`config.mk`:
```
export PLATFORM = sky130hd
export DESIGN_NAME = la_trigger_capture
export DESIGN_NICKNAME = d
export VERILOG_FILES = /design/src/rtl/la_pkg.sv /design/src/rtl/la_edge_history.sv /design/src/rtl/la_trigger_eval.sv /design/src/rtl/la_capture_ctrl.sv /design/src/rtl/la_capture_mem.sv /design/src/rtl/la_trigger_capture.sv
export SDC_FILE = /design/constraint.sdc
export NUM_CORES = 2
export LEC_CHECK = 0
export ABC_CLOCK_PERIOD_IN_PS = 4700
export BUFFER_PORTS_ARGS = -buffer_cell sky130_fd_sc_hd__buf_2
export CAP_MARGIN = 20
export CORE_ASPECT_RATIO = 1.25
export CORE_UTILIZATION = 30
export DETAILED_ROUTE_END_ITERATION = 10
export GPL_TIMING_DRIVEN = 0
export HOLD_SLACK_MARGIN = 0.06
export SYNTH_ARGS = -nofsm -noshare
export SYNTH_HDL_FRONTEND = slang
export SYNTH_SLANG_ARGS = --single-unit
```
`constraint.sdc`:
```
create_clock -name clk -period 4.7 [get_ports clk]
set_clock_uncertainty 0.1 [all_clocks]
set_input_delay 0.47 -clock clk [delete_from_list [all_inputs] [get_ports clk]]
set_output_delay 0.47 -clock clk [all_outputs]
set_load 0.02 [all_outputs]
```
`src/rtl/la_pkg.sv`:
```
package la_pkg;

  localparam logic [2:0] COND_IGNORE = 3'b000;
  localparam logic [2:0] COND_LOW    = 3'b001;
  localparam logic [2:0] COND_HIGH   = 3'b010;
  localparam logic [2:0] COND_RISE   = 3'b011;
  localparam logic [2:0] COND_FALL   = 3'b100;

  typedef enum logic [1:0] {
    ST_IDLE,
    ST_ARMED,
    ST_CAPTURE,
    ST_HOLDOFF
  } la_state_t;

  // One channel's pattern condition; unknown codes behave as ignore.
  function automatic logic cond_met(input logic [2:0] code, input logic cur,
                                    input logic prev, input logic hist_ok);
    logic r;
    case (code)
      COND_LOW:  r = ~cur;
      COND_HIGH: r = cur;
      COND_RISE: r = hist_ok & ~prev & cur;
      COND_FALL: r = hist_ok & prev & ~cur;
      default:   r = 1'b1;
    endcase
    return r;
  endfunction

endpackage

```
`src/rtl/la_edge_history.sv`:
```
module la_edge_history #(
  parameter int NCH = 16
) (
  input  logic           clk,
  input  logic           rst_n,
  input  logic [NCH-1:0] ch_in,
  input  logic           arm_pulse,
  output logic [NCH-1:0] hist,
  output logic           hist_valid
);

  always_ff @(posedge clk) begin
    if (!rst_n) begin
      hist       <= '0;
      hist_valid <= 1'b0;
    end else begin
      hist       <= ch_in;
      hist_valid <= ~arm_pulse;
    end
  end

  // arming always leaves the history invalid for the next cycle
  a_r4_hist_cleared : assert property (@(posedge clk) disable iff (!rst_n)
    arm_pulse |=> !hist_valid);

endmodule

```
`src/rtl/la_trigger_eval.sv`:
```
module la_trigger_eval #(
  parameter int NCH = 16,
  parameter int CW  = 3,
  localparam int SELW = $clog2(NCH)
) (
  input  logic            clk,
  input  logic            rst_n,
  input  logic [NCH-1:0]  ch_in,
  input  logic [NCH-1:0]  hist,
  input  logic            hist_valid,
  input  logic            cfg_pattern_mode,
  input  logic [SELW-1:0] cfg_edge_src,
  input  logic            cfg_edge_falling,
  input  logic [NCH*CW-1:0] cfg_cond,
  output logic            trig
);

  logic [NCH-1:0] met;
  logic cur_s, prev_s, edge_hit;

  for (genvar i = 0; i < NCH; i++) begin : g_ch
    assign met[i] = la_pkg::cond_met(cfg_cond[CW*i +: CW], ch_in[i], hist[i],
                                     hist_valid);
  end

  always_comb begin
    cur_s    = ch_in[cfg_edge_src];
    prev_s   = hist[cfg_edge_src];
    edge_hit = hist_valid & (cfg_edge_falling ? (prev_s & ~cur_s)
                                              : (~prev_s & cur_s));
    trig     = cfg_pattern_mode ? (&met) : edge_hit;
  end

  // no edge-mode trigger while history is invalid
  a_r4_no_first_edge : assert property (@(posedge clk) disable iff (!rst_n)
    (!cfg_pattern_mode && !hist_valid) |-> !trig);

  // an edge trigger needs the source channel to differ from its history
  a_r2_edge_changes : assert property (@(posedge clk) disable iff (!rst_n)
    (!cfg_pattern_mode && trig) |-> (ch_in[cfg_edge_src] != hist[cfg_edge_src]));

endmodule

```
`src/rtl/la_capture_ctrl.sv`:
```
module la_capture_ctrl #(
  parameter int DEPTH  = 256,
  parameter int HOLD_W = 16,
  localparam int AW = $clog2(DEPTH)
) (
  input  logic              clk,
  input  logic              rst_n,
  input  logic              trig,
  input  logic [HOLD_W-1:0] cfg_holdoff,
  input  logic              cmd_run,
  input  logic              cmd_single,
  input  logic              cmd_stop,
  input  logic              cmd_clear,
  output logic              wr_en,
  output logic [AW-1:0]     wr_addr,
  output logic              cap_start,
  output logic              done_set,
  output logic              arm_pulse,
  output logic              armed,
  output logic              done
);
  import la_pkg::*;

  localparam logic [AW-1:0] LAST = AW'(DEPTH - 1);

  la_state_t         state, state_nxt;
  logic              run_mode;
  logic [AW-1:0]     wptr;
  logic [HOLD_W-1:0] hcnt;
  logic              abort;

  always_comb begin
    abort     = cmd_stop | cmd_clear;
    cap_start = (state == ST_ARMED) && trig && !abort;
    done_set  = (state == ST_CAPTURE) && (wptr == LAST) && !abort;
    wr_en     = cap_start || ((state == ST_CAPTURE) && !abort);
    wr_addr   = (state == ST_CAPTURE) ? wptr : '0;
    state_nxt = state;
    if (abort) begin
      state_nxt = ST_IDLE;
    end else begin
      case (state)
        ST_IDLE:    if (cmd_run || cmd_single) state_nxt = ST_ARMED;
        ST_ARMED:   if (trig) state_nxt = ST_CAPTURE;
        ST_CAPTURE: if (wptr == LAST) state_nxt = run_mode ? ST_HOLDOFF : ST_IDLE;
        ST_HOLDOFF: if (hcnt == '0) state_nxt = ST_ARMED;
        default:    state_nxt = ST_IDLE;
      endcase
    end
    arm_pulse = (state_nxt == ST_ARMED) && (state != ST_ARMED);
    armed     = (state == ST_ARMED);
  end

  always_ff @(posedge clk) begin
    if (!rst_n) begin
      state    <= ST_IDLE;
      run_mode <= 1'b0;
      wptr     <= '0;
      hcnt     <= '0;
      done     <= 1'b0;
    end else begin
      state <= state_nxt;
      if (state == ST_IDLE && !abort && (cmd_run || cmd_single))
        run_mode <= cmd_run;
      if (cap_start)
        wptr <= AW'(1);
      else if (state == ST_CAPTURE)
        wptr <= wptr + AW'(1);
      if (done_set)
        hcnt <= cfg_holdoff;
      else if (state == ST_HOLDOFF && hcnt != '0)
        hcnt <= hcnt - HOLD_W'(1);
      if (cmd_clear || cap_start)
        done <= 1'b0;
      else if (done_set)
        done <= 1'b1;
    end
  end

  // the write of the last index raises done one edge later
  a_r5_done_after_last : assert property (@(posedge clk) disable iff (!rst_n)
    (wr_en && wr_addr == LAST && !abort) |=> done);

  // a stop or clear always lands in idle
  a_r9_stop_idle : assert property (@(posedge clk) disable iff (!rst_n)
    abort |=> (state == ST_IDLE));

  // no write is ever made while holding off
  a_r7_holdoff_quiet : assert property (@(posedge clk) disable iff (!rst_n)
    (state == ST_HOLDOFF) |-> !cap_start);

  // run/single outside idle do not change the repeat setting
  a_r11_mode_locked : assert property (@(posedge clk) disable iff (!rst_n)
    (state != ST_IDLE) |=> $stable(run_mode));

endmodule

```
`src/rtl/la_capture_mem.sv`:
```
module la_capture_mem #(
  parameter int NCH   = 16,
  parameter int DEPTH = 256,
  localparam int AW = $clog2(DEPTH)
) (
  input  logic           clk,
  input  logic           rst_n,
  input  logic           wr_en,
  input  logic [AW-1:0]  wr_addr,
  input  logic [NCH-1:0] wr_data,
  input  logic           restart,
  input  logic           done_set,
  input  logic           clear,
  output logic           rd_valid,
  input  logic           rd_ready,
  output logic [NCH-1:0] rd_data,
  output logic           rd_last
);

  localparam logic [AW-1:0] LAST = AW'(DEPTH - 1);

  logic [NCH-1:0] buf_q [DEPTH];
  logic [AW-1:0]  rptr;
  logic           open_q;

  always_ff @(posedge clk) begin
    if (wr_en) buf_q[wr_addr] <= wr_data;
  end

  always_ff @(posedge clk) begin
    if (!rst_n) begin
      open_q <= 1'b0;
      rptr   <= '0;
    end else if (clear || restart) begin
      open_q <= 1'b0;
      rptr   <= '0;
    end else if (done_set) begin
      open_q <= 1'b1;
      rptr   <= '0;
    end else if (open_q && rd_ready) begin
      rptr <= rptr + AW'(1);
      if (rptr == LAST) open_q <= 1'b0;
    end
  end

  always_comb begin
    rd_valid = open_q;
    rd_data  = buf_q[rptr];
    rd_last  = open_q && (rptr == LAST);
  end

  // beat held steady under back-pressure
  a_r6_hold_data : assert property (@(posedge clk) disable iff (!rst_n)
    (rd_valid && !rd_ready && !restart && !clear) |=>
      (rd_valid && $stable(rd_data) && $stable(rd_last)));

  // clear closes the stream
  a_r10_clear_closes : assert property (@(posedge clk) disable iff (!rst_n)
    clear |=> !rd_valid);

  // the stream ends after the last beat is taken
  a_r6_end_after_last : assert property (@(posedge clk) disable iff (!rst_n)
    (rd_last && rd_ready && !done_set) |=> !rd_valid);

endmodule

```
`src/rtl/la_trigger_capture.sv`:
```
module la_trigger_capture #(
  parameter int NCH    = 16,
  parameter int DEPTH  = 256,
  parameter int HOLD_W = 16,
  parameter int CW     = 3,
  localparam int SELW = $clog2(NCH),
  localparam int AW   = $clog2(DEPTH)
) (
  input  logic              clk,
  input  logic              rst_n,
  input  logic [NCH-1:0]    ch_in,
  input  logic              cfg_pattern_mode,
  input  logic [SELW-1:0]   cfg_edge_src,
  input  logic              cfg_edge_falling,
  input  logic [NCH*CW-1:0] cfg_cond,
  input  logic [HOLD_W-1:0] cfg_holdoff,
  input  logic              cmd_run,
  input  logic              cmd_single,
  input  logic              cmd_stop,
  input  logic              cmd_clear,
  output logic              armed,
  output logic              done,
  output logic              rd_valid,
  input  logic              rd_ready,
  output logic [NCH-1:0]    rd_data,
  output logic              rd_last
);

  logic [NCH-1:0] hist;
  logic           hist_valid, trig, arm_pulse;
  logic           wr_en, cap_start, done_set;
  logic [AW-1:0]  wr_addr;

  la_edge_history #(.NCH(NCH)) u_hist (
    .clk(clk), .rst_n(rst_n), .ch_in(ch_in), .arm_pulse(arm_pulse),
    .hist(hist), .hist_valid(hist_valid)
  );

  la_trigger_eval #(.NCH(NCH), .CW(CW)) u_eval (
    .clk(clk), .rst_n(rst_n), .ch_in(ch_in), .hist(hist),
    .hist_valid(hist_valid), .cfg_pattern_mode(cfg_pattern_mode),
    .cfg_edge_src(cfg_edge_src), .cfg_edge_falling(cfg_edge_falling),
    .cfg_cond(cfg_cond), .trig(trig)
  );

  la_capture_ctrl #(.DEPTH(DEPTH), .HOLD_W(HOLD_W)) u_ctrl (
    .clk(clk), .rst_n(rst_n), .trig(trig), .cfg_holdoff(cfg_holdoff),
    .cmd_run(cmd_run), .cmd_single(cmd_single), .cmd_stop(cmd_stop),
    .cmd_clear(cmd_clear), .wr_en(wr_en), .wr_addr(wr_addr),
    .cap_start(cap_start), .done_set(done_set), .arm_pulse(arm_pulse),
    .armed(armed), .done(done)
  );

  la_capture_mem #(.NCH(NCH), .DEPTH(DEPTH)) u_mem (
    .clk(clk), .rst_n(rst_n), .wr_en(wr_en), .wr_addr(wr_addr),
    .wr_data(ch_in), .restart(cap_start), .done_set(done_set),
    .clear(cmd_clear), .rd_valid(rd_valid), .rd_ready(rd_ready),
    .rd_data(rd_data), .rd_last(rd_last)
  );

  // the stream is never open without a stored frame
  a_r1_valid_needs_done : assert property (@(posedge clk) disable iff (!rst_n)
    rd_valid |-> done);

endmodule

```
=== Word-level counts from Yosys, hierarchy flattened ===
Memory sizes are Yosys's and may differ from the RTL's. A register that Yosys moved wholly into a read port is not among the register bits.
Cells that the tools add are included.

* Add/subtract/negate cells: 3
* Magnitude comparators: 1
* Eq/ne operators: 71
* Multiplexer cells: 41
* Bitwise gates (word level): 104
* Reduce and logical (&&, ||, !) cells: 27

{| class="wikitable"
|+ Operators with widths
! kind !! count
|-
| $eq 3x2->1 const B || 32
|-
| $and 1x1->1 || 67
|-
| $pmux 1 s4 || 16
|-
| $eq 3x1->1 const B || 16
|-
| $eq 3x3->1 const B || 16
|-
| $not 1->1 || 36
|-
| $mux 16 || 2
|-
| $mux 8 || 3
|-
| $add 8x1->8 const B || 2
|-
| $eq 8x8->1 const B || 2
|-
| $logic_not 16->1 || 1
|-
| $reduce_and 16->1 || 1
|-
| $reduce_bool 16->1 || 1
|-
| $sub 16x1->16 const B || 1
|-
| $mux 2 || 6
|-
| $logic_and 1x1->1 || 11
|-
| $mux 1 || 11
|-
| $bmux 1 s4 || 2
|-
| $pmux 2 s4 || 1
|-
| $reduce_bool 2->1 || 4
|-
| $lt 4x5->1 const B || 1
|-
| $eq 2x1->1 const B || 2
|-
| $eq 2x2->1 const B || 2
|-
| $reduce_or 2->1 || 2
|-
| other kinds (7) || 9
|}

* Bits in registers: 54
* RAM bits: 4096
* Input port bits: 93
* Output and inout bits: 20
* Word-level logic and storage cells: 258
* Memories: 1

{| class="wikitable"
|+ Memories
! memory !! words !! width !! rd ports !! clocked after Yosys merged registers in !! write ports !! line !! text
|-
| u_mem.buf_q || 256 || 16 || 1 || 1 || 1 || la_capture_mem.sv:22 || <nowiki>logic [NCH-1:0] buf_q [DEPTH];</nowiki>
|}

=== Longest topological paths before layout ===
* Depth after elaboration: 13
* Depth in mapped cells: 12
* Mapped depth without buffers: 9

=== Hierarchy ===
Synthesis repeated with hierarchy kept, for this count alone.

* Cell total of the unflattened synthesis: 7766
* Area total of the unflattened synthesis: 161920.3 um2

{| class="wikitable"
|+ Modules (own cells, without submodules)
! module !! instances !! cells each !! area each (um2) !! seq. area each (um2)
|-
| la_capture_mem || 1 || 7401 || 158932.4 || 123338.3
|-
| la_capture_ctrl || 1 || 198 || 1626.6 || 560.5
|-
| la_trigger_eval || 1 || 132 || 903.4 || 0.0
|-
| la_edge_history || 1 || 35 || 457.9 || 340.3
|}

=== Worst setup path before layout ===
Ideal clock, no wire load.

* Path kind: input-to-reg
* Start: input cfg_edge_src[0]
* End: memory u_mem.buf_q[0][0], enable pin
* Setup time: 0.409 ns
* Arrival: 3.305 ns
* Required time: 4.191 ns
* Setup slack: 0.886 ns
* Stages on the path: 8
* Path buffers: 1
* Cells stage by stage: buf_2 -> mux4_2 -> a22oi_1 -> nand3_1 -> or4b_1 -> o21ai_0 -> nor3_1 -> nor3_1

* Word-level cells in the longest chain between the ends: 12
* Elaborated cells on any way between the ends: 16
* Classes of those cells: 8 x mux; 5 x bitwise; 3 x reduce/logical

{| class="wikitable"
|+ Ends and longest elaborated chain
! item !! line !! text
|-
| start, declared || la_trigger_capture.sv:13 || <nowiki>input logic [SELW-1:0] cfg_edge_src,</nowiki>
|-
| $bmux 1 s4, on equally long branches || la_trigger_eval.sv:28, la_trigger_eval.sv:27 ||
|-
| $mux 1, on equally long branches || la_trigger_eval.sv:28, la_trigger_eval.sv:27 ||
|-
| $not 1->1, on equally long branches || la_trigger_eval.sv:30, la_trigger_eval.sv:29 ||
|-
| $and 1x1->1, on equally long branches || la_trigger_eval.sv:30, la_trigger_eval.sv:29 ||
|-
| $mux 1 (*) || la_trigger_eval.sv:29 || <nowiki>edge_hit = hist_valid & (cfg_edge_falling ? (prev_s & ~cur_s)</nowiki>
|-
| $and 1x1->1 (*) || la_trigger_eval.sv:29 ||
|-
| $mux 1 (*) || la_trigger_eval.sv:31 || <nowiki>trig = cfg_pattern_mode ? (&met) : edge_hit;</nowiki>
|-
| $logic_and 1x1->1 (*) (2 in a row) || la_capture_ctrl.sv:34 || <nowiki>cap_start = (state == ST_ARMED) && trig && !abort;</nowiki>
|-
| $logic_or 1x1->1 (*) || la_capture_ctrl.sv:36 || <nowiki>wr_en = cap_start || ((state == ST_CAPTURE) && !abort);</nowiki>
|-
| $mux 1 (*) || la_capture_mem.sv:27 || <nowiki>if (wr_en) buf_q[wr_addr] <= wr_data;</nowiki>
|-
| $mux 1 (not written as such) (*) || la_capture_mem.sv:27 ||
|-
| end, declared || la_capture_mem.sv:22 ||
|}

Every way passes the cells marked *; elsewhere a longest branch is shown, timed or not. The select of a mux whose other input is x is not followed.

==> results.md <==
- H-tree levels: 5
- Max incr delay on CP: 0.81 ns
- Layout cells sized above 1: 0.356
- Core area: 0.533 sq mm
- Slew @ Worst Pin: 1.34 ns
- Highest clock rate: 177 MHz
- Post-synthesis cell type count: 60
- Routed WL: 526 mm
- I/O pins: 113
- Type of the worst min-delay path: primary input to flip-flop
- Drt via density: 5.36
- Die Area: 0.538 sq mm
- Final Hold Fails: 0
- Routed vias: 82,400
- DRC Markers: 0
- Crit-path max FO: 10
- Die Width: 656 microns
- Seq/Total Area, Yosys: 0.774
- Syn nets: 7,093
- Initial DRC Count: 12,000
- Final instance area: 0.194 sq mm
- Placed Instance Area: 0.176 sq mm
- Area contributors post-synth: edfxtp_1 (77%), mux4_2 (16%), mux2i_1 (2.0%), dfxtp_1 (0.77%), nor2_1 (0.73%)
- Ys async rst share: 0
- Maximum clock path buffer count: 4
- Final Power: 73.9 mW
- Pins Over Slew Limit: 0
- Max_slew headroom: 0.106
- Top FF cell, synth: edfxtp_1
- Worst path bufs/invs: 6
- CP dominant cell by count: buf_12
- Final setup fails: 44
- Layout area overhead: 20.6%
- Worst hold slack: 0.0711 ns
- Most frequent cells after synthesis: edfxtp_1 (4,096), mux4_2 (1,131), mux2i_1 (321), nor2_1 (313), clkbuf_1 (143)
- Cells after synthesis: 6,997
- Number of synthesized flops with an enable pin: 4,096
- WL/cell: 34.2 microns
- Port bufs: 110
- Worst endpoint required time: 4.13 ns
- Register bit count reported by yosys: 4,158
- R2R Setup Slk: -0.06 ns
- Initial Util: 0.301
- Crit path max-delay cell type: nand4_1
- Vias in the first global route: 81,900
- Average size of a mapped cell: 22.9 sq um
- Num rows: 300
- First-pass GRT wire length: 702 mm
- Failing checks: negative setup slack
- Syn Std Cell Area: 0.161 sq mm
- Post-route clock period utilization: 1.20
- RSZ-0062 raised after global routing: true
- Fillers: 47,900
- Maximum vdd ir drop: 0.000324 V
- Overflow after GRT: 0
- Count leader, synth: edfxtp_1
- Startpoint Class: flip-flop
- Setup TNS: -11.42 ns
- Final WS setup: -0.938 ns
- Critical Path AT: 5.07 ns
- Root Buffer: clkbuf_16
- Die H: 820 microns
- Lkg Pwr: 57.0 nW
- Cells along the critical path: buf_8 > buf_12 > buf_16 > clkbuf_16 > buf_12 > mux4_2 > mux2i_4 > a22oi_2 > nand4_1 > a211o_1 > a21oi_4 > buf_6
- Clk_lat worst skew: 1.03 ns
- Clock Sinks: 4,158
- Clock buffer count from CTS: 394
- Worst setup EP type: primary output
- Top Family by Delay on Critical Path: compound AO/OA/AOI/OAI gates
- CTS tree: yes
- Max-Cap Viols: 0
- Min-delay src: cfg_edge_falling
- Placement Setup Slack: -1.84 ns
- Gr usage total: 0.190
- Setup CP Type: flip-flop to primary output
- Largest net degree at the start of global routing: 184
- Fin crit period: 5.64 ns
- Final GP Congestion: 1.01
- Clock-pin slew on the worst setup and hold paths: 0.06 ns
- Status: complete, but fails checks
- Final net count: 8,033
- Cell taking the most area after synthesis: edfxtp_1
- Drt first pass iters: 6
- Syn. warnings: 0
- HPWL Detailed: 357 mm
- Synth top area share: 0.766
- Routed Antenna Nets: 0
- Pwr dens: 382 mW/mm^2
- RR Startpoint: u_ctrl.state[1]
- Antenna violations before repair: 34
per-stage QoR:
step | util | cells
6_report | 0.363 | 15400
5_1_grt | 0.363 | 15400
4_1_cts | 0.359 | 15300
3_5_place_dp | 0.330 | 14500
3_3_place_gp | 0.319 | 14200
2_1_floorplan | - | 6997
layer usage:
| metal | GRT usage | vias to the layer above | part of all wire |
|---|---|---|---|
| met1 | 0.220 | 44200 | 0.34 |
| met5 | 0.00132 | - | 0.00028 |
| li1 | - | 31900 | - |
| met2 | 0.320 | 5149 | 0.49 |
| met3 | 0.0418 | 1174 | 0.094 |
| met4 | 0.121 | 8 | 0.074 |
worst min-delay path: stages:
cell and delay, ns:
buf_2 0.12, nand2_1 0.07, o21ai_0 0.18, nor2_1 0.21
o22ai_1 0.10
where the power goes:
part           internal, mW  total (mW)  switching [mW]
logic                 0.170       0.919           0.749
clock network          18.1        32.3            14.2
registers              40.7        40.7         0.00981
worst paths after layout:
kind                         end  depth (start not counted)
min reg2reg       u_ctrl.hcnt[1]                          2
max reg2reg  u_mem.buf_q[181][2]                          7
min               u_ctrl.wptr[0]                          5
max                   rd_data[1]                         12
flip-flops by register name, summed over array words and instances (netlist names), named ones only:
register,count
u_ctrl.done,1
u_ctrl.run_mode,1
u_mem.buf_q,4096
u_ctrl.hcnt,16
u_ctrl.state,2
u_hist.hist,16
u_mem.rptr,8
u_hist.hist_valid,1
u_ctrl.wptr,8
u_mem.rd_valid,1
cell type report:
type                       instances  area [sq um]  area share
antenna                           18          45.0    0.000233
multi-input combinational       2463         36400       0.188
clock inverter                   243          2420      0.0125
sequential                      4158        124000       0.642
inverter                           4          15.0   0.0000775
clock buffer                     472         10400      0.0536
tap                             7097          8880      0.0459
buffer                           364          4000      0.0207
timing repair buffer             552          7230      0.0373
repair_timing:
action / 4_1_cts / 5_1_grt
buffers inserted: 30 / 80
hold endpoints to repair: 1106 / 0
endpoints found under the setup margin: 16 / 134
resized for setup: 580 / 305
hold buffers: 45 / 0
pin swaps: 64 / 67
cloned: 5 / 3
placed cells by master, fill, tap and decap left out, drive strengths merged, types with 5 or more instances in the layout:
cell type | netlist | routed
edfxtp | 4096 | 4096
mux4 | 1131 | 1131
buf | 228 | 730
clkbuf | 144 | 610
mux2i | 321 | 321
nor2 | 313 | 313
clkinv | 0 | 175
a22oi | 123 | 123
nand2 | 76 | 76
dfxtp | 62 | 62
a21oi | 52 | 52
dlygate4sd3 | 0 | 43
bufinv | 0 | 42
o21ai | 42 | 42
o22ai | 38 | 38
nand4 | 37 | 37
nand2b | 37 | 37
nor3 | 37 | 37
nand3 | 35 | 35
a211oi | 32 | 32
o211ai | 29 | 29
inv | 4 | 19
diode | 0 | 18
and2 | 16 | 16
a211o | 15 | 15
clkinvlp | 0 | 11
a21boi | 10 | 10
o31ai | 10 | 10
nor2b | 9 | 9
xnor2 | 9 | 9
nand3b | 8 | 8
xor2 | 8 | 8
or3 | 6 | 6
and3 | 5 | 5
a221oi | 5 | 5
nor3b | 5 | 5
logic make-up (layout without fill, tap and decap cells):
logic type | after synthesis | count (layout) | synth area share
multiplexers | 1452 | 1452 | 0.179
adder cells (fa/ha/maj) | 3 | 3 | 0.000234
other | 0 | 18 | 0
XOR/XNOR | 17 | 17 | 0.000928
buffers and inverters | 376 | 1635 | 0.0122
flip-flops | 4158 | 4158 | 0.774
AND/OR/NAND/NOR | 608 | 608 | 0.0174
AO/OA/AOI/OAI | 383 | 383 | 0.0165
Power figures use the tool's default switching activity.
